## src/rtl/irqa_pkg.sv

```systemverilog
// Shared rank coding and fixed rank table for the interrupt arbiter.
// Assumes ranks fit in 3 bits; 0 means "no request".
package irqa_pkg;
    typedef logic [2:0] rank_t;
    localparam rank_t RANK_NONE = 3'd0;
    localparam rank_t RANK_LP   = 3'd1;
    localparam rank_t RANK_L0   = 3'd2;
    localparam rank_t RANK_L1   = 3'd3;
    localparam rank_t RANK_L2   = 3'd4;
    localparam rank_t RANK_L3   = 3'd5;

    localparam int N_CORE   = 8;   // core request lines
    localparam int N_PIN    = 2;   // external pins
    localparam int PIN_BASE = 8;   // source index of pin 0
    localparam int PER_BASE = 10;  // source index of peripheral 0

    // Fixed rank of core source i (0..7)
    function automatic rank_t core_rank(input int i);
        if (i < 4)       return RANK_L3;
        else if (i == 4) return RANK_L2;
        else if (i == 5) return RANK_L1;
        else if (i == 6) return RANK_L0;
        else             return RANK_LP;
    endfunction

    // Translate a 2-bit programmed code into a rank (0 = disabled)
    function automatic rank_t code_rank(input logic [1:0] code);
        return (code == 2'd0) ? RANK_NONE : rank_t'(code) + 3'd1;
    endfunction
endpackage

```

## src/rtl/irqa_regs.sv

```systemverilog
// Programming registers: vector base, pin modes and per-source priority codes.
// Assumes one write per cycle; writes to unmapped addresses are dropped.
module irqa_regs #(
    parameter int N_PROG = 8,
    parameter int ADDR_W = 4,
    parameter int VEC_W  = 16
) (
    input  logic                   clk,
    input  logic                   rst_n,
    input  logic                   wr_en,
    input  logic [ADDR_W-1:0]      wr_addr,
    input  logic [15:0]            wr_data,
    output logic [VEC_W-1:0]       base_o,
    output logic [1:0]             edge_mode_o,
    output logic [N_PROG-1:0][1:0] prio_o
);
    localparam int FPW = 8; // priority fields per word

    logic [VEC_W-1:0] base_q;
    logic [1:0]       mode_q;
    logic [1:0]       prio_q [N_PROG];

    // Base and pin-mode registers
    always_ff @(posedge clk) begin
        if (!rst_n) begin
            base_q <= '0;
            mode_q <= '0;
        end else if (wr_en) begin
            if (wr_addr == ADDR_W'(0)) base_q <= VEC_W'(wr_data);
            if (wr_addr == ADDR_W'(1)) mode_q <= wr_data[1:0];
        end
    end

    for (genvar k = 0; k < N_PROG; k++) begin : g_prio
        // Priority code of programmable source k
        always_ff @(posedge clk) begin
            if (!rst_n)
                prio_q[k] <= 2'd0;
            else if (wr_en && wr_addr == ADDR_W'(2 + k / FPW))
                prio_q[k] <= wr_data[2*(k%FPW) +: 2];
        end
        assign prio_o[k] = prio_q[k];
    end

    assign base_o      = base_q;
    assign edge_mode_o = mode_q;
endmodule

```

## src/rtl/irqa_pin.sv

```systemverilog
// One external pin: two-flop synchronizer, level sampling or falling-edge latch.
// Assumes pin_n is asynchronous and active low; ack_hit is a one-cycle strobe.
module irqa_pin (
    input  logic clk,
    input  logic rst_n,
    input  logic pin_n,
    input  logic edge_mode,
    input  logic ack_hit,
    output logic active
);
    logic s1_q, s2_q, s3_q, pend_q;
    logic fall;

    // Synchronizer plus one delay stage for edge detection
    always_ff @(posedge clk) begin
        if (!rst_n) begin
            s1_q <= 1'b1;
            s2_q <= 1'b1;
            s3_q <= 1'b1;
        end else begin
            s1_q <= pin_n;
            s2_q <= s1_q;
            s3_q <= s2_q;
        end
    end

    assign fall = s3_q && !s2_q;

    // Edge latch: a new fall has precedence over an acknowledge
    always_ff @(posedge clk) begin
        if (!rst_n || !edge_mode) pend_q <= 1'b0;
        else if (fall)            pend_q <= 1'b1;
        else if (ack_hit)         pend_q <= 1'b0;
    end

    assign active = edge_mode ? pend_q : !s2_q;


    ack_clr_chk: assert property (@(posedge clk) disable iff (!rst_n)
        (edge_mode && ack_hit && !fall) |=> !pend_q);

    edge_set_chk: assert property (@(posedge clk) disable iff (!rst_n)
        (edge_mode && fall) |=> pend_q);

    lvl_nopend_chk: assert property (@(posedge clk) disable iff (!rst_n)
        !edge_mode |=> !pend_q);
endmodule

```

## src/rtl/irqa_pick.sv

```systemverilog
// Combinational winner selection: highest rank, lowest index on a tie.
// Assumes rank 0 marks an idle source.
module irqa_pick
    import irqa_pkg::*;
#(
    parameter int N_SRC = 16,
    parameter int IDX_W = 4
) (
    input  logic [N_SRC-1:0][2:0] rank_i,
    output rank_t                 win_rank,
    output logic [IDX_W-1:0]      win_idx
);
    // Scan from the top index down so lower indices take ties
    always_comb begin
        win_rank = RANK_NONE;
        win_idx  = '0;
        for (int i = N_SRC - 1; i >= 0; i--) begin
            if (rank_i[i] != RANK_NONE && rank_i[i] >= win_rank) begin
                win_rank = rank_i[i];
                win_idx  = IDX_W'(i);
            end
        end
    end
endmodule

```

## src/rtl/irq_prio_arbiter.sv

```systemverilog
// Top: ranks all sources, picks a winner, masks it against the core level
// and registers the request, vector and rank. Assumes N_SRC >= 11.
module irq_prio_arbiter
    import irqa_pkg::*;
#(
    parameter int N_SRC  = 16,
    parameter int ADDR_W = 4,
    parameter int VEC_W  = 16,
    parameter int STRIDE = 2,
    parameter int IDX_W  = $clog2(N_SRC)
) (
    input  logic                  clk,
    input  logic                  rst_n,
    input  logic [7:0]            core_req,
    input  logic [N_SRC-11:0]     periph_req,
    input  logic [1:0]            irq_pin_n,
    input  logic [2:0]            core_mask,
    input  logic                  wr_en,
    input  logic [ADDR_W-1:0]     wr_addr,
    input  logic [15:0]           wr_data,
    input  logic                  ack_valid,
    input  logic [IDX_W-1:0]      ack_idx,
    output logic                  core_irq,
    output logic [VEC_W-1:0]      vec_addr,
    output logic [2:0]            irq_rank
);
    localparam int N_PROG = N_SRC - PIN_BASE;

    logic [VEC_W-1:0]       base;
    logic [1:0]             edge_mode;
    logic [N_PROG-1:0][1:0] prio;
    logic [N_PIN-1:0]       pin_act;
    logic [N_SRC-1:0][2:0]  rank;
    rank_t                  win_rank;
    logic [IDX_W-1:0]       win_idx;
    logic                   fwd;
    logic                   live_q;

    irqa_regs #(.N_PROG(N_PROG), .ADDR_W(ADDR_W), .VEC_W(VEC_W)) u_regs (
        .clk(clk), .rst_n(rst_n), .wr_en(wr_en), .wr_addr(wr_addr),
        .wr_data(wr_data), .base_o(base), .edge_mode_o(edge_mode), .prio_o(prio)
    );

    for (genvar p = 0; p < N_PIN; p++) begin : g_pin
        irqa_pin u_pin (
            .clk(clk), .rst_n(rst_n), .pin_n(irq_pin_n[p]),
            .edge_mode(edge_mode[p]),
            .ack_hit(ack_valid && ack_idx == IDX_W'(PIN_BASE + p)),
            .active(pin_act[p])
        );
    end

    for (genvar i = 0; i < N_SRC; i++) begin : g_rank
        if (i < N_CORE) begin : g_core
            assign rank[i] = core_req[i] ? core_rank(i) : RANK_NONE;
        end else if (i < PER_BASE) begin : g_pinr
            assign rank[i] = pin_act[i-PIN_BASE] ? code_rank(prio[i-PIN_BASE]) : RANK_NONE;
        end else begin : g_per
            assign rank[i] = periph_req[i-PER_BASE] ? code_rank(prio[i-PIN_BASE]) : RANK_NONE;
        end
    end

    irqa_pick #(.N_SRC(N_SRC), .IDX_W(IDX_W)) u_pick (
        .rank_i(rank), .win_rank(win_rank), .win_idx(win_idx)
    );

    assign fwd = (win_rank != RANK_NONE) &&
                 (win_rank > core_mask || win_rank == RANK_L3);

    // Output stage: request, vector and rank of the forwarded winner
    always_ff @(posedge clk) begin
        if (!rst_n) begin
            core_irq <= 1'b0;
            vec_addr <= '0;
            irq_rank <= RANK_NONE;
        end else begin
            core_irq <= fwd;
            vec_addr <= fwd ? base + VEC_W'(win_idx) * VEC_W'(STRIDE) : '0;
            irq_rank <= fwd ? win_rank : RANK_NONE;
        end
    end

    // Marks cycles whose previous cycle was out of reset
    always_ff @(posedge clk) begin
        if (!rst_n) live_q <= 1'b0;
        else        live_q <= 1'b1;
    end


    mask_chk: assert property (@(posedge clk) disable iff (!rst_n)
        (live_q && core_irq) |-> (irq_rank > $past(core_mask) || irq_rank == RANK_L3));

    nmi_chk: assert property (@(posedge clk) disable iff (!rst_n)
        (live_q && $past(|core_req[3:0])) |-> (core_irq && irq_rank == RANK_L3));

    vec0_chk: assert property (@(posedge clk) disable iff (!rst_n)
        (live_q && $past(core_req[0])) |-> vec_addr == $past(base));

    idle_chk: assert property (@(posedge clk) disable iff (!rst_n)
        !core_irq |-> (vec_addr == '0 && irq_rank == RANK_NONE));
endmodule

```

## config.mk

```make
export PLATFORM = sky130hd
export DESIGN_NAME = irq_prio_arbiter
export DESIGN_NICKNAME = d
export VERILOG_FILES = /design/src/rtl/irqa_pkg.sv /design/src/rtl/irqa_regs.sv /design/src/rtl/irqa_pin.sv /design/src/rtl/irqa_pick.sv /design/src/rtl/irq_prio_arbiter.sv
export SDC_FILE = /design/constraint.sdc
export NUM_CORES = 1
export LEC_CHECK = 0
export BUFFER_PORTS_ARGS = -buffer_cell sky130_fd_sc_hd__clkbuf_2
export CORE_ASPECT_RATIO = 1.5
export CORE_UTILIZATION = 57
export CTS_BUF_LIST = sky130_fd_sc_hd__clkbuf_8
export DETAILED_ROUTE_END_ITERATION = 10
export GPL_TIMING_DRIVEN = 0
export PLACE_DENSITY = 0.8
export SETUP_SLACK_MARGIN = 0.3
export SLEW_MARGIN = 10
export SYNTH_ARGS = -nofsm -noshare
export SYNTH_HDL_FRONTEND = slang
export SYNTH_SLANG_ARGS = --single-unit
```

## constraint.sdc

```tcl
create_clock -name clk -period 36.8 [get_ports clk]
set_input_delay 7.36 -clock clk [delete_from_list [all_inputs] [get_ports clk]]
set_output_delay 7.36 -clock clk [all_outputs]
set_load 0.05 [all_outputs]
```

==> results of run 1 <==
==> cell type report <==
cell class                      count  area, µm²
Clock inverter                      7       96.3
Timing Repair Buffer               66        333
Buffer                             11       61.3
Inverter                           44        165
Clock buffer                        9        124
Sequential cell                    62       1400
Fill cell                         712       2810
Tap cell                          107        134
Multi-Input combinational cell    459       3290
==> flip-flops by register name (all words and copies together) (netlist names), 3 cells and up <==
name,flops
u_regs.prio_q,16
u_regs.base_o,16
irq_rank,3
vec_addr,16
==> logic make-up (layout without fill, tap and decap cells) <==
logic type,after synthesis,after routing,synth area share [%]
flip-flops,62,62,28.5
AND/OR/NAND/NOR,219,219,22.8
adder cells (fa/ha/maj),57,57,14.7
buffers and inverters,55,137,4.61
XOR/XNOR,13,13,2.32
AO/OA/AOI/OAI,164,164,25.9
multiplexers,6,6,1.27
==> Yosys cell counts, drive strengths merged, types with 9 or more instances <==
cell and n:
ha 56, xor2 9, nor2 33, o21ai 29, dfxtp 46, and2 26, a21o 12, inv 44
a31oi 25, nand2 81, nand3 17, edfxtp 16, nand2b 21, a21oi 43, nor2b 10
==> layer usage <==
metal / global-route usage (%) / vias to the layer above
li1: - / 2206
met1: 27.5 / 2036
met2: 46.2 / 105
met3: 3.46 / 26
met4: 13.8 / 0
met5: 0 / -
==> worst max path at each step <==
stage,startpoint,depth (start not counted),to
final,periph_req[4],90,vec_addr[14]
after global routing,periph_req[4],91,vec_addr[14]
after CTS,periph_req[4],90,vec_addr[14]
after detailed placement,periph_req[4],90,vec_addr[14]
after global placement,periph_req[4],91,vec_addr[14]
after floorplan,periph_req[4],93,vec_addr[15]
==> metrics by stage <==
| stage | hold slack, ns | power (mW) | cells | util, % | setup slack, ns |
|---|---|---|---|---|---|
| after global routing | 0.429 | 0.280 | 765 | 66.6 | 11.38 |
| after global placement | 0.389 | 0.193 | 748 | 63.9 | 13.08 |
| final | 0.415 | 0.263 | 765 | 66.6 | 12.86 |
| after floorplan | 0.386 | 0.172 | 576 | - | 14.87 |
| after CTS | 0.420 | 0.264 | 765 | 66.6 | 12.92 |
| after detailed placement | 0.400 | 0.197 | 749 | 64.0 | 12.66 |
==> power groups by stage <==
stage / logic (mW) / clock network (mW) / registers (mW)
final: 0.120 / 0.0665 / 0.0770
after CTS: 0.120 / 0.0671 / 0.0770
after global routing: 0.132 / 0.0703 / 0.0776
after global placement: 0.115 / 0 / 0.0783
after detailed placement: 0.119 / 0 / 0.0785
after floorplan: 0.0813 / 0 / 0.0908
==> worst register-to-register path, delay by kind of cell (launching register included) <==
kind / cells / cell delay, ns
AO/OA/AOI/OAI: 41 / 7.79
XOR/XNOR: 1 / 0.24
adder cells (fa/ha/maj): 14 / 3.94
buffers and inverters: 6 / 0.37
flip-flops: 1 / 0.39
multiplexers: 1 / 0.32
AND/OR/NAND/NOR: 27 / 4.28
==> results.txt, run 1 <==
* Result of the run: finished, final reports clean
- First-pass iteration count of the detailed router: 5
- Setup Crit Path Kind: in2reg
* Mean instance size in the synthesized netlist: roughly 8.5 µm²
* Overall track demand over capacity in global routing: around a quarter
* Layout cells sized above 1: about 19%
- Net Switching: between 0.1 and 0.15 mW
* CTS resizes: 0
- Counting stages on the worst path, the most repeated cell is ha_1.
- Capturing point of the worst reg2reg path: vec_addr[14]
- In this run the power density over the cells is 47.0 nW/µm².
- Synth Warn #: 0
* Class of the most critical hold timing path: reg2reg
* Area of the core: 8410 µm²
- Total negative slack for setup checks: 0 ns
- Total wire length after detailed routing: approximately 11 mm
* Avg WL per Cell: roughly 14 µm
* Part of the total power dissipated in the clock network: about a quarter
- Setup violations remaining at the end of the flow were counted as 0.
- The slowest stage of the critical path is the o21ai_0 cell.
* Max IR drop VDD: between 0.00003 and 0.00004 V
* Hold path startpoint: g_pin[0].u_pin.s1_q
- The count of buffers added on input and output ports is 65.
- Highest-count cells in the layout ignoring fill and taps: nand2_1, clkbuf_2, ha_1
- At the pin with the least slew margin, the transition time is approximately 0.78 ns.
* DR vias/cell: 5.72
- Net Count, Synth: 680
- Nets: ~760
- I/O pin count: 67
- In this run, CTS created clock tree buffers numbering 9.
* Async S/R FF share, synth: 0%
- Critical path required time: between 30 and 40 ns
- MaxCap Viol Count: 0
* Unique cell type count in the Yosys netlist: 79
* First-pass GRT wire length: 18.0 mm
* Maximum level of the CTS H-tree: 3
- Kind of end point of the critical path: flip-flop
- The setup check on the worst reg-to-reg path leaves a slack of 19.36 ns.
- Most frequent standard cell in the layout excluding fill and tap cells: nand2_1
* Clock network latency to the later pin of the worst-skew pair: about 0.35 ns
- Area growth syn-to-layout: 14.0%
- Flops & latches, synth: 62
- Max-slew violation count: 0
- Clock period minus final worst setup slack: approximately 24 ns
- Clk root buf: clkbuf_8
- DIE HEIGHT: 116 µm
- Uppermost routed layer: met4
- Switching Share: roughly two fifths
- The number of hold buffers added after CTS was 0.
- In this run, flip-flops and latches consume roughly 29% of the power.
- Worst endpoint data arrival time: 24.17 ns
* Number of antenna violations at the first check in global routing: 0
- For this run, the leading register cell type out of synthesis is dfxtp_1.
- The internal power of the cells totals roughly 0.16 mW.
- Summing all placed instances gives a cell area of between 5000 and 6000 µm².
- Antenna diode instance count: 0
- Clock-pin slew was measured on the worst setup and hold paths at ~0.07 ns.
- Half-perimeter wire length after detailed placement: 8.82 mm
- Gate Count Post-Synth: ~580
* Cell area after technology mapping: approximately 4900 µm²
* Buffers from clock root to sink, at most: 2
- Std cell rows: 41
- In the detailed route, the total length drawn on met2 is roughly 5.7 mm.
- TritonCTS clock tree: done
- Worst Hold Depth: 1
* Highest achievable clock rate: ~0.042 GHz
* Leakage component of the power: 2.50 nW
- Buffers and inverters on the worst path: 7
* Grt ovf: 0
- # Post-CTS Setup Buffers: 0
- Of all nets on the critical path, the largest fanout is 8.
* Gate power share: approximately 45%
- Entering global routing, the biggest net connects 13 pins.
* Slowest stage delay, CP: roughly 0.43 ns
- For this run, design rule violations remaining after detail routing come to 0.
* Reg2Reg Launch Point: u_regs.prio_q[1][5]
* Leading area contributor after synthesis: dfxtp_1
- The worst pin sits at a relative slew slack of approximately 48%.
- Via count of the first global-routing pass: ~4,200
- Setup repair after global routing left no endpoint under its margin.
- Antenna viol nets, final: 0
* Finished Cell Area: 5600 µm²
* Largest cells by area after synthesis: dfxtp_1, ha_1, edfxtp_1
- The first routing iteration left between 100 and 150 violations.
* Ratio of final minimum period to clock period: about two thirds
- Summing over every cut layer, the via total after detailed routing is about 4,400.
* Seq/Total Area, Yosys: 28.5%
- The floorplan step defined a die boundary enclosing between 9000 and 10,000 µm².
* Worst Reg-to-Reg Cells: 90
- Routability-driven placement finished with a final weighted congestion of around 0.92.
- In this run the biggest area consumer among cell types represents a little under a fifth of the synthesized area.
- Clock tree synthesis found a total of 62 sinks.
- The floorplan step set the die width to between 70 and 80 µm.
- The path with the worst hold slack has its endpoint at g_pin[0].u_pin.s2_q.
* Detailed route wirelength on metal3: 330 µm
- Met1 routed wirelength after detailed routing: 4.52 mm
* Post-synth EDFFs: 16
* Endpoints failing hold: 0
- Across the routed clock network, the largest skew measured is ~0.012 ns.
- Grouping stages by cell kind, the critical path spends the most delay in compound AO/OA/AOI/OAI gates.
* Starting density of the core: between 50 and 60%
- STA classifies the critical path startpoint as an input port.
No activity file was read; power rests on OpenSTA's default activity.
==> inputs of run 2 (changes only) <==
--- a/config.mk
+++ b/config.mk
@@ -5,13 +5,14 @@
 export SDC_FILE = /design/constraint.sdc
 export NUM_CORES = 1
 export LEC_CHECK = 0
+export ABC_AREA = 1
 export BUFFER_PORTS_ARGS = -buffer_cell sky130_fd_sc_hd__clkbuf_2
 export CORE_ASPECT_RATIO = 1.5
 export CORE_UTILIZATION = 57
 export CTS_BUF_LIST = sky130_fd_sc_hd__clkbuf_8
 export DETAILED_ROUTE_END_ITERATION = 10
 export GPL_TIMING_DRIVEN = 0
-export PLACE_DENSITY = 0.8
+export PLACE_DENSITY = 0.81
 export SETUP_SLACK_MARGIN = 0.3
 export SLEW_MARGIN = 10
 export SYNTH_ARGS = -nofsm -noshare
==> constraint.sdc (replaced) <==
create_clock -name clk -period 23.9 [get_ports clk]
set_input_delay 4.78 -clock clk [delete_from_list [all_inputs] [get_ports clk]]
set_output_delay 4.78 -clock clk [all_outputs]
set_load 0.05 [all_outputs]
==> results.txt, run 2 <==
- Nets: 793 (was 757)
- The endpoint type of the worst setup path is a flip-flop (unchanged).
* Clock buffers created by TritonCTS: 9 (unchanged)
- The clock latency on the worst-skew pair is 0.33 ns (was 0.35 ns).
- The area of the die was 8410 µm² (was 9010 µm²).
- Biggest fanout along the worst timing path: 8 (unchanged)
- The met1 demand-to-capacity share in global routing is 26.2% (was 27.5%).
- Result of the run: finished, final reports clean (unchanged)
- The number of vias per cell after detailed routing came to 5.00 (was 5.72).
- Endpoints failing hold: 0 (unchanged)
- The fraction of the mapped netlist area in compound gates came to 10.9% (was 25.9%).
- The number of buffers added to fix hold violations after cts came to 0 (unchanged).
- Via count of the first global-routing pass: 3,823 (was 4,210)
- Highest-count cells in the layout ignoring fill and taps: inv_1, nand2_1, clkbuf_2 (was nand2_1, clkbuf_2, ha_1).
* TritonCTS clock tree: done (unchanged)
- The number of cell rows is 39 (was 41).
- Max-slew violation count: 0 (unchanged)
- The most frequent standard cell in the layout excluding fill and tap cells is inv_1 (was nand2_1).
- The area fraction in and, or, nand and nor cells after synthesis was 28.6% (was 22.8%).
- Power consumption: 0.484 mW (was 0.263 mW)
- Highest achievable clock rate: 0.0542 GHz
* GR met2 Demand/Resource: 42.0% (was 46.2%)
- Port Buf Inserts: 65 (unchanged)
- The worst setup timing slack at the placement stage is 5.15 ns (was 12.66 ns).
- Overall track demand over capacity in global routing: 23.2% (was 25.1%)
* Proportion of netlist area held by the largest area contributor: 20.1% (was 18.7%)
* Die width: 75.2 µm (was 77.8 µm)
- Class of the most critical hold timing path: reg2reg (unchanged)
- I/O pin count: 67 (unchanged)
- The diode insertion count for antenna repair was 0 (unchanged).
* DIE HEIGHT: 112 µm (was 116 µm)
- Final setup violation count: 0 (unchanged)
- Largest cells by area after synthesis: dfxtp_1, ha_1, inv_1 (was dfxtp_1, ha_1, edfxtp_1).
* Transition time of the tightest slew-check pin: 0.593 ns (was 0.779 ns)
- DRC violation count after routing: 0 (unchanged)
- Relative max-transition margin: 60.3% (was 47.7%)
* Maximum level of the CTS H-tree: 3 (unchanged)
* Worst endpoint data arrival time: 18.72 ns (was 24.17 ns)
* Setup repair after global routing missed its margin: no (unchanged)
* Mux contribution to synthesized area: 0% (was 1.27%)
* Grt met3 use: 2.62% (was 3.46%)
- Layout cells sized above 1: 21.3% (was 19.5%)
- Avg WL per Cell: 11.3 µm (was 14.2 µm)
- The cell area after layout came to 5210 µm² (was 5600 µm²).
- Crit path max-delay family: simple AND/OR/NAND/NOR gates (was compound AO/OA/AOI/OAI gates)
* Max IR drop VDD: 0.000148 V (was 0.0000375 V)
* Buffers and inverters on the worst path: 19 (was 7)
- Power Density: 92.9 nW/µm² (was 47.0 nW/µm²)
- The first-pass iteration count of the detailed router was 4 (was 5).
- Most common library cells after synthesis: inv_1, nand2_1, ha_1, nor2_1, dfxtp_1 (was nand2_1, ha_1, dfxtp_1, inv_1, a21oi_1)
* Grt ovf: 0 (unchanged)
- First-pass GRT wire length: 15.3 mm (was 18.0 mm)
- The core outline area came to 7710 µm² (was 8410 µm²).
- The most utilized layer in the global route result is met2 (unchanged).
- The cell type contributing the most total cell area after synthesis is dfxtp_1 (unchanged).
- The leakage power came to 2.76 nW (was 2.50 nW).
* Depth of the critical timing path with buffers and inverters included: 115 (was 90)
- Ratio of final minimum period to clock period: 77.2%
- Cell area after placement: 5030 µm² (was 5380 µm²)
* Critical path required time: 24.17 ns (was 37.03 ns)
- Unique cell type count in the Yosys netlist: 39 (was 79)
- Largest net degree at the start of global routing: 17 (was 13)
- Routability-driven placement congestion ratio: 0.862 (was 0.920)
* Total negative slack for setup checks: 0 ns (unchanged)
* Gate Count Post-Synth: 613 (was 576)
- The prevailing post-synth register cell was dfxtp_1 (unchanged).
* Largest family of logic cells by synthesized area: simple AND/OR/NAND/NOR gates (was compound AO/OA/AOI/OAI gates)
- Worst Reg-to-Reg Cells: 116 (was 90)
* Mean instance size in the synthesized netlist: 7.47 µm² (was 8.53 µm²)
* Worst Hold Depth: 1 (unchanged)
- Element type at the critical path start: input port (unchanged)
- The adder and majority cell fraction of the synthesized area came to 15.7% (was 14.7%).
- Clock skew after layout: 0.00514 ns (was 0.0120 ns)
- The number of register bits inferred by synthesis is 62 (unchanged).
- The combined area of all synthesized cells came to 4580 µm² (was 4920 µm²).
* Parity-gate share of the synthesized area counting xor and xnor cells: 2.10% (was 2.32%)
- Slowest cell on the critical path: nor4_1 (was o21ai_0)
- # Post-CTS Setup Buffers: 0 (unchanged)
- The area added between synthesis and finish was 13.8% (was 14.0%).
- Half-perimeter wire length after detailed placement: 7.57 mm (was 8.82 mm)
- Cell with the most instances after synthesis: inv_1 (was nand2_1)
* Number of antenna violations at the first check in global routing: 0 (unchanged)
- The number of sinks on the clock net is 62 (unchanged).
* Clk root buf: clkbuf_8 (unchanged)
- Layout Utilization: 67.6% (was 66.6%)
- The number of nets with antenna violations after detailed routing is 0 (unchanged).
* Async S/R FF share, synth: 0% (unchanged)
- The net count after synthesis came to 717 (was 680).
- MaxCap Viol Count: 0 (unchanged)
- The delay of the slowest cell on the worst path came to 0.41 ns (was 0.43 ns).
* Via count: 3,981 (was 4,373)
* Post-synth EDFFs: 16 (unchanged)
- The number of gates resized after cts came to 0 (unchanged).
* Most numerous cell on the critical path: nand2_1 (was ha_1)
- Setup Crit Path Kind: in2reg (unchanged)
- Clock period minus final worst setup slack: approximately 18 ns
* Total wire length after detailed routing: 9.00 mm (was 10.9 mm)
- Seq/Total Area, Yosys: 30.6% (was 28.5%)
- Iteration-0 DRC count of the detailed router: 155 (was 149)
* Worst-case setup margin in the final layout: 5.46 ns (was 12.86 ns)
- Buffers from clock root to sink, at most: 2 (unchanged)
- The count of yosys warnings during synthesis was 0 (unchanged).
- Clock Pin Slew Worst Setup and Hold Paths: 0.06 ns (was 0.07 ns)
* Starting density of the core: 59.4% (was 58.4%)
[run 2: changes by cell type after synthesis, sizes merged, moves of 10 or more]
| cell | change |
|---|---|
| inv | +90 |
| nand2 | +54 |
| a31oi | -25 |
| nor2 | +24 |
| and2 | -22 |
| nand2b | -21 |
| nand3 | +19 |
| a21o | -12 |
| nor2b | -10 |
[run 2: cell families after synthesis]
kind of cell	Yosys count
simple gates	254
buf+inv	143
compound gates	86
flops	62
fa+ha+maj	57
xor+xnor	11
[run 2: layer usage]
| metal | wire [µm] | part of all wire (%) | vias to the layer above |
|---|---|---|---|
| met1 | 3760 | 42 | 1786 |
| met4 | 229 | 2.5 | 0 |
| met2 | 4760 | 53 | 81 |
| li1 | - | - | 2093 |
| met5 | 0 | 0 | - |
| met3 | 248 | 2.8 | 21 |
[run 2: worst paths after layout]
check        slack (ns)           startpoint             endpoint
max                5.46        periph_req[4]         vec_addr[14]
min                0.42  g_pin[1].u_pin.s1_q  g_pin[1].u_pin.s2_q
max reg2reg        9.35  u_regs.prio_q[1][6]         vec_addr[14]
min reg2reg        0.42  g_pin[1].u_pin.s1_q  g_pin[1].u_pin.s2_q
[run 2: area by class of cell]
| class | instances | area [µm²] |
|---|---|---|
| multi-input cells | 408 | 2630 |
| repair buffers | 65 | 325 |
| clock buffers | 9 | 124 |
| well taps | 102 | 128 |
| clock inverters | 7 | 55.1 |
| inverters | 134 | 503 |
| fillers | 684 | 2500 |
| plain buffers | 9 | 51.3 |
| flip-flops and latches | 62 | 1400 |
[run 2: per-stage QoR]
step           std cells  hold WS (ns)
5_1_grt              796         0.436
3_5_place_dp         780         0.402
2_1_floorplan        613         0.393
4_1_cts              796         0.415
6_report             796         0.417
3_3_place_gp         780         0.396
[run 2: worst register-to-register path: cells and delay by family, from the launching register on]
| family | cells | cell delay (ns) |
|---|---|---|
| buffers and inverters | 19 | 1.26 |
| adders and majority gates | 14 | 3.74 |
| AOI/OAI and AO/OA | 19 | 2.73 |
| DFF | 1 | 0.40 |
| xor gates and xnor gates | 1 | 0.19 |
| and+or+nand+nor | 63 | 6.16 |
[run 2: power breakdown]
group / internal (mW) / switching (mW)
Sequential: 0.116 / 0.00286
Clock: 0.0463 / 0.0371
Combinational: 0.102 / 0.180
Total: 0.264 / 0.220
==> inputs of run 3 (changes only) <==
--- a/config.mk
+++ b/config.mk
@@ -5,14 +5,14 @@
 export SDC_FILE = /design/constraint.sdc
 export NUM_CORES = 1
 export LEC_CHECK = 0
-export ABC_AREA = 1
+export ABC_AREA = 0
 export BUFFER_PORTS_ARGS = -buffer_cell sky130_fd_sc_hd__clkbuf_2
 export CORE_ASPECT_RATIO = 1.5
 export CORE_UTILIZATION = 57
 export CTS_BUF_LIST = sky130_fd_sc_hd__clkbuf_8
 export DETAILED_ROUTE_END_ITERATION = 10
 export GPL_TIMING_DRIVEN = 0
-export PLACE_DENSITY = 0.81
+export PLACE_DENSITY = 0.8
 export SETUP_SLACK_MARGIN = 0.3
 export SLEW_MARGIN = 10
 export SYNTH_ARGS = -nofsm -noshare
==> constraint.sdc (replaced) <==
create_clock -name clk -period 17.3 [get_ports clk]
set_input_delay 3.46 -clock clk [delete_from_list [all_inputs] [get_ports clk]]
set_output_delay 3.46 -clock clk [all_outputs]
set_load 0.05 [all_outputs]
==> results.txt, run 3 (synthesis results as in run 1) <==
- The relative slew slack is 39.1% (was 60.3%).
- The final net count came to 830 (was 793).
- Leakage component of the power: 2.93 nW (was 2.76 nW)
- Number of antenna violations at the first check in global routing: 0 (unchanged)
- Highest achievable clock rate: roughly 0.056 GHz
- The internal reg-to-reg setup slack came to 1.81 ns (was 9.35 ns).
* Worst Reg-to-Reg Cells: 93 (was 116)
* Transition time of the tightest slew-check pin: 0.906 ns (was 0.593 ns)
* Finished Cell Area: 6720 µm² (was 5210 µm²)
* MaxCap Viol Count: 0 (unchanged)
* Setup repair after global routing missed its margin: yes (was no)
- Worst Hold Depth: 1 (unchanged)
* Layout cells sized above 1: 38.9% (was 21.3%)
- Starting density of the core: 58.4% (was 59.4%)
- Maximum level of the CTS H-tree: 3 (unchanged)
* Power Density: 99.3 nW/µm² (was 92.9 nW/µm²)
- Crit path max-delay family: compound AO/OA/AOI/OAI gates (was simple AND/OR/NAND/NOR gates)
- Clock Pin Slew Worst Setup and Hold Paths: 0.07 ns (was 0.06 ns)
* Class of the most critical hold timing path: reg2reg (unchanged)
* Power consumption: 0.667 mW (was 0.484 mW)
- Failing checks: negative setup slack
- Total clock sinks: 62 (unchanged)
- Dpl cells: 749 (was 780)
* DR vias/cell: 6.03 (was 5.00)
* Port Buf Inserts: 65 (unchanged)
- I/O pin count: 67 (unchanged)
* Result of the run: finished with violations (was finished, final reports clean)
* DRC violation count after routing: 0 (unchanged)
- The number of violations reported at the end of detailed-routing iteration 0 came to 280 (was 155).
- For the finished layout, the period the worst path requires is approximately 18 ns.
* Grt ovf: 0 (unchanged)
- Die area: 9010 µm² (was 8410 µm²)
- Max IR drop VDD: 0.0000972 V (was 0.000148 V)
* Routability-driven placement congestion ratio: 0.910 (was 0.862)
* First-pass iteration count of the detailed router: 5 (was 4)
- Buffers and inverters on the worst path: 10 (was 19)
- The wire length of the first global-routing pass came to 21.3 mm (was 15.3 mm).
* Element type at the critical path start: input port (unchanged)
* Critical path required time: 17.53 ns (was 24.17 ns)
- The maximum net fanout on the critical path came to 5 (was 8).
- The classification of the worst setup path is in2reg (unchanged).
* Slowest cell on the critical path: o311a_1 (was nor4_1)
- The cell seen most often among critical-path stages is ha_1 (was nand2_1).
- Highest-count cells in the layout ignoring fill and taps: nand2_1, buf_4, clkbuf_2 (was inv_1, nand2_1, clkbuf_2)
- Max-slew violation count: 0 (unchanged)
- The worst setup timing slack at the placement stage was -1.87 ns (was 5.15 ns).
- The delay of the slowest cell on the worst path came to 0.39 ns (was 0.41 ns).
- The endpoint type of the worst setup path was a flip-flop (unchanged).
- Final setup violation count: 18 (was 0)
- The number of nets with antenna violations after detailed routing was 0 (unchanged).
- The core outline area was 8410 µm² (was 7710 µm²).
- The final total negative setup slack came to -7.33 ns (was 0 ns).
* Total wire length after detailed routing: 14.4 mm (was 9.00 mm)
* Area growth syn-to-layout: 36.6% (was 13.8%)
* Worst-case setup margin in the final layout: -0.635 ns (was 5.46 ns)
* CTS hold repair buffers: 0 (unchanged)
- Clk root buf: clkbuf_8 (unchanged)
* Capturing point of the worst reg2reg path: vec_addr[15] (was vec_addr[14])
- Hold Crit Endpoint: g_pin[1].u_pin.s2_q (unchanged)
* Avg WL per Cell: 17.2 µm (was 11.3 µm)
- Via count of the first global-routing pass: 4,764 (was 3,823)
- After layout, the worst path uses 104% of the clock period.
- The horizontal die dimension was 77.8 µm (was 75.2 µm).
- TritonCTS clock tree: done (unchanged)
- Half-perimeter wire length after detailed placement: 9.09 mm (was 7.57 mm)
* Largest net degree at the start of global routing: 12 (was 17)
* Most frequent standard cell in the layout excluding fill and tap cells: nand2_1 (was inv_1)
* Count of placed standard cells in the final layout, fillers left out: 838 (was 796)
* Clock skew after layout: 0.0105 ns (was 0.00514 ns)
- Std cell rows: 41 (was 39)
* Worst endpoint data arrival time: 18.16 ns (was 18.72 ns)
- Reg2Reg Launch Point: u_regs.prio_q[1][5] (was u_regs.prio_q[1][6])
- Hold path startpoint: g_pin[1].u_pin.s1_q (unchanged)
- The via count of the routed design came to 5,053 (was 3,981).
- The placed instance area came to 5600 µm² (was 5030 µm²).
* DIE HEIGHT: 116 µm (was 112 µm)
* Clock network latency to the later pin of the worst-skew pair: 0.35 ns (was 0.33 ns)
* Overall track demand over capacity in global routing: 29.9% (was 23.2%)
- Endpoints failing hold: 0 (unchanged)
- The diode insertion count for antenna repair is 0 (unchanged).
* Buffers from clock root to sink, at most: 2 (unchanged)
- Clock buffers created by TritonCTS: 9 (unchanged)
-- run 3: timing repair --
| action | CTS | global route |
|---|---|---|
| pin swaps | 70 | 37 |
| gates resized for setup | 52 | 29 |
| setup buffers | 45 | 26 |
| setup endpoints to repair | 20 | 20 |
| gates cloned | 2 | 0 |
-- run 3: worst max path at each step --
| stage | startpoint | to | slack [ns] | cells past startpoint |
|---|---|---|---|---|
| finish | periph_req[4] | vec_addr[15] | -0.64 | 93 |
| global placement | periph_req[4] | vec_addr[15] | -1.44 | 94 |
| CTS | periph_req[4] | vec_addr[15] | -0.14 | 91 |
| detailed placement | periph_req[4] | vec_addr[15] | -1.87 | 94 |
| global route | periph_req[4] | vec_addr[15] | -1.23 | 91 |
| floorplan | periph_req[4] | vec_addr[15] | 0.1 | 91 |
-- run 3: cell type report --
cell class	instances	area, µm²
fill	544	1700
sequential	62	1400
multi-input combinational	459	3830
clock buffer	10	138
tap	107	134
clock inverter	6	36.3
buffer	11	75.1
timing repair buffer	139	937
inverter	44	168
-- run 3: metrics by stage --
step	hold WS, ns	util, %
floorplan	0.386	-
global placement	0.387	66.5
detailed placement	0.402	66.6
CTS	0.427	75.9
global route	0.437	79.8
finish	0.427	79.8
-- run 3: power by group --
| part | switching, mW | leakage, nW | internal [mW] | total (mW) |
|---|---|---|---|---|
| registers | 0.00429 | 0.528 | 0.160 | 0.164 |
| logic | 0.212 | 2.31 | 0.176 | 0.388 |
| clock network | 0.0598 | 0.0838 | 0.0551 | 0.115 |
-- run 3: metal layers --
layer  vias to the layer above  global-route usage, %  part of all wire (%)
met2                       202                   58.3                    53
li1                       2359                      -                     -
met3                        58                   5.35                   5.4
met4                         0                   15.7                   4.1
met5                         -                      0                     0
met1                      2434                   29.6                    37
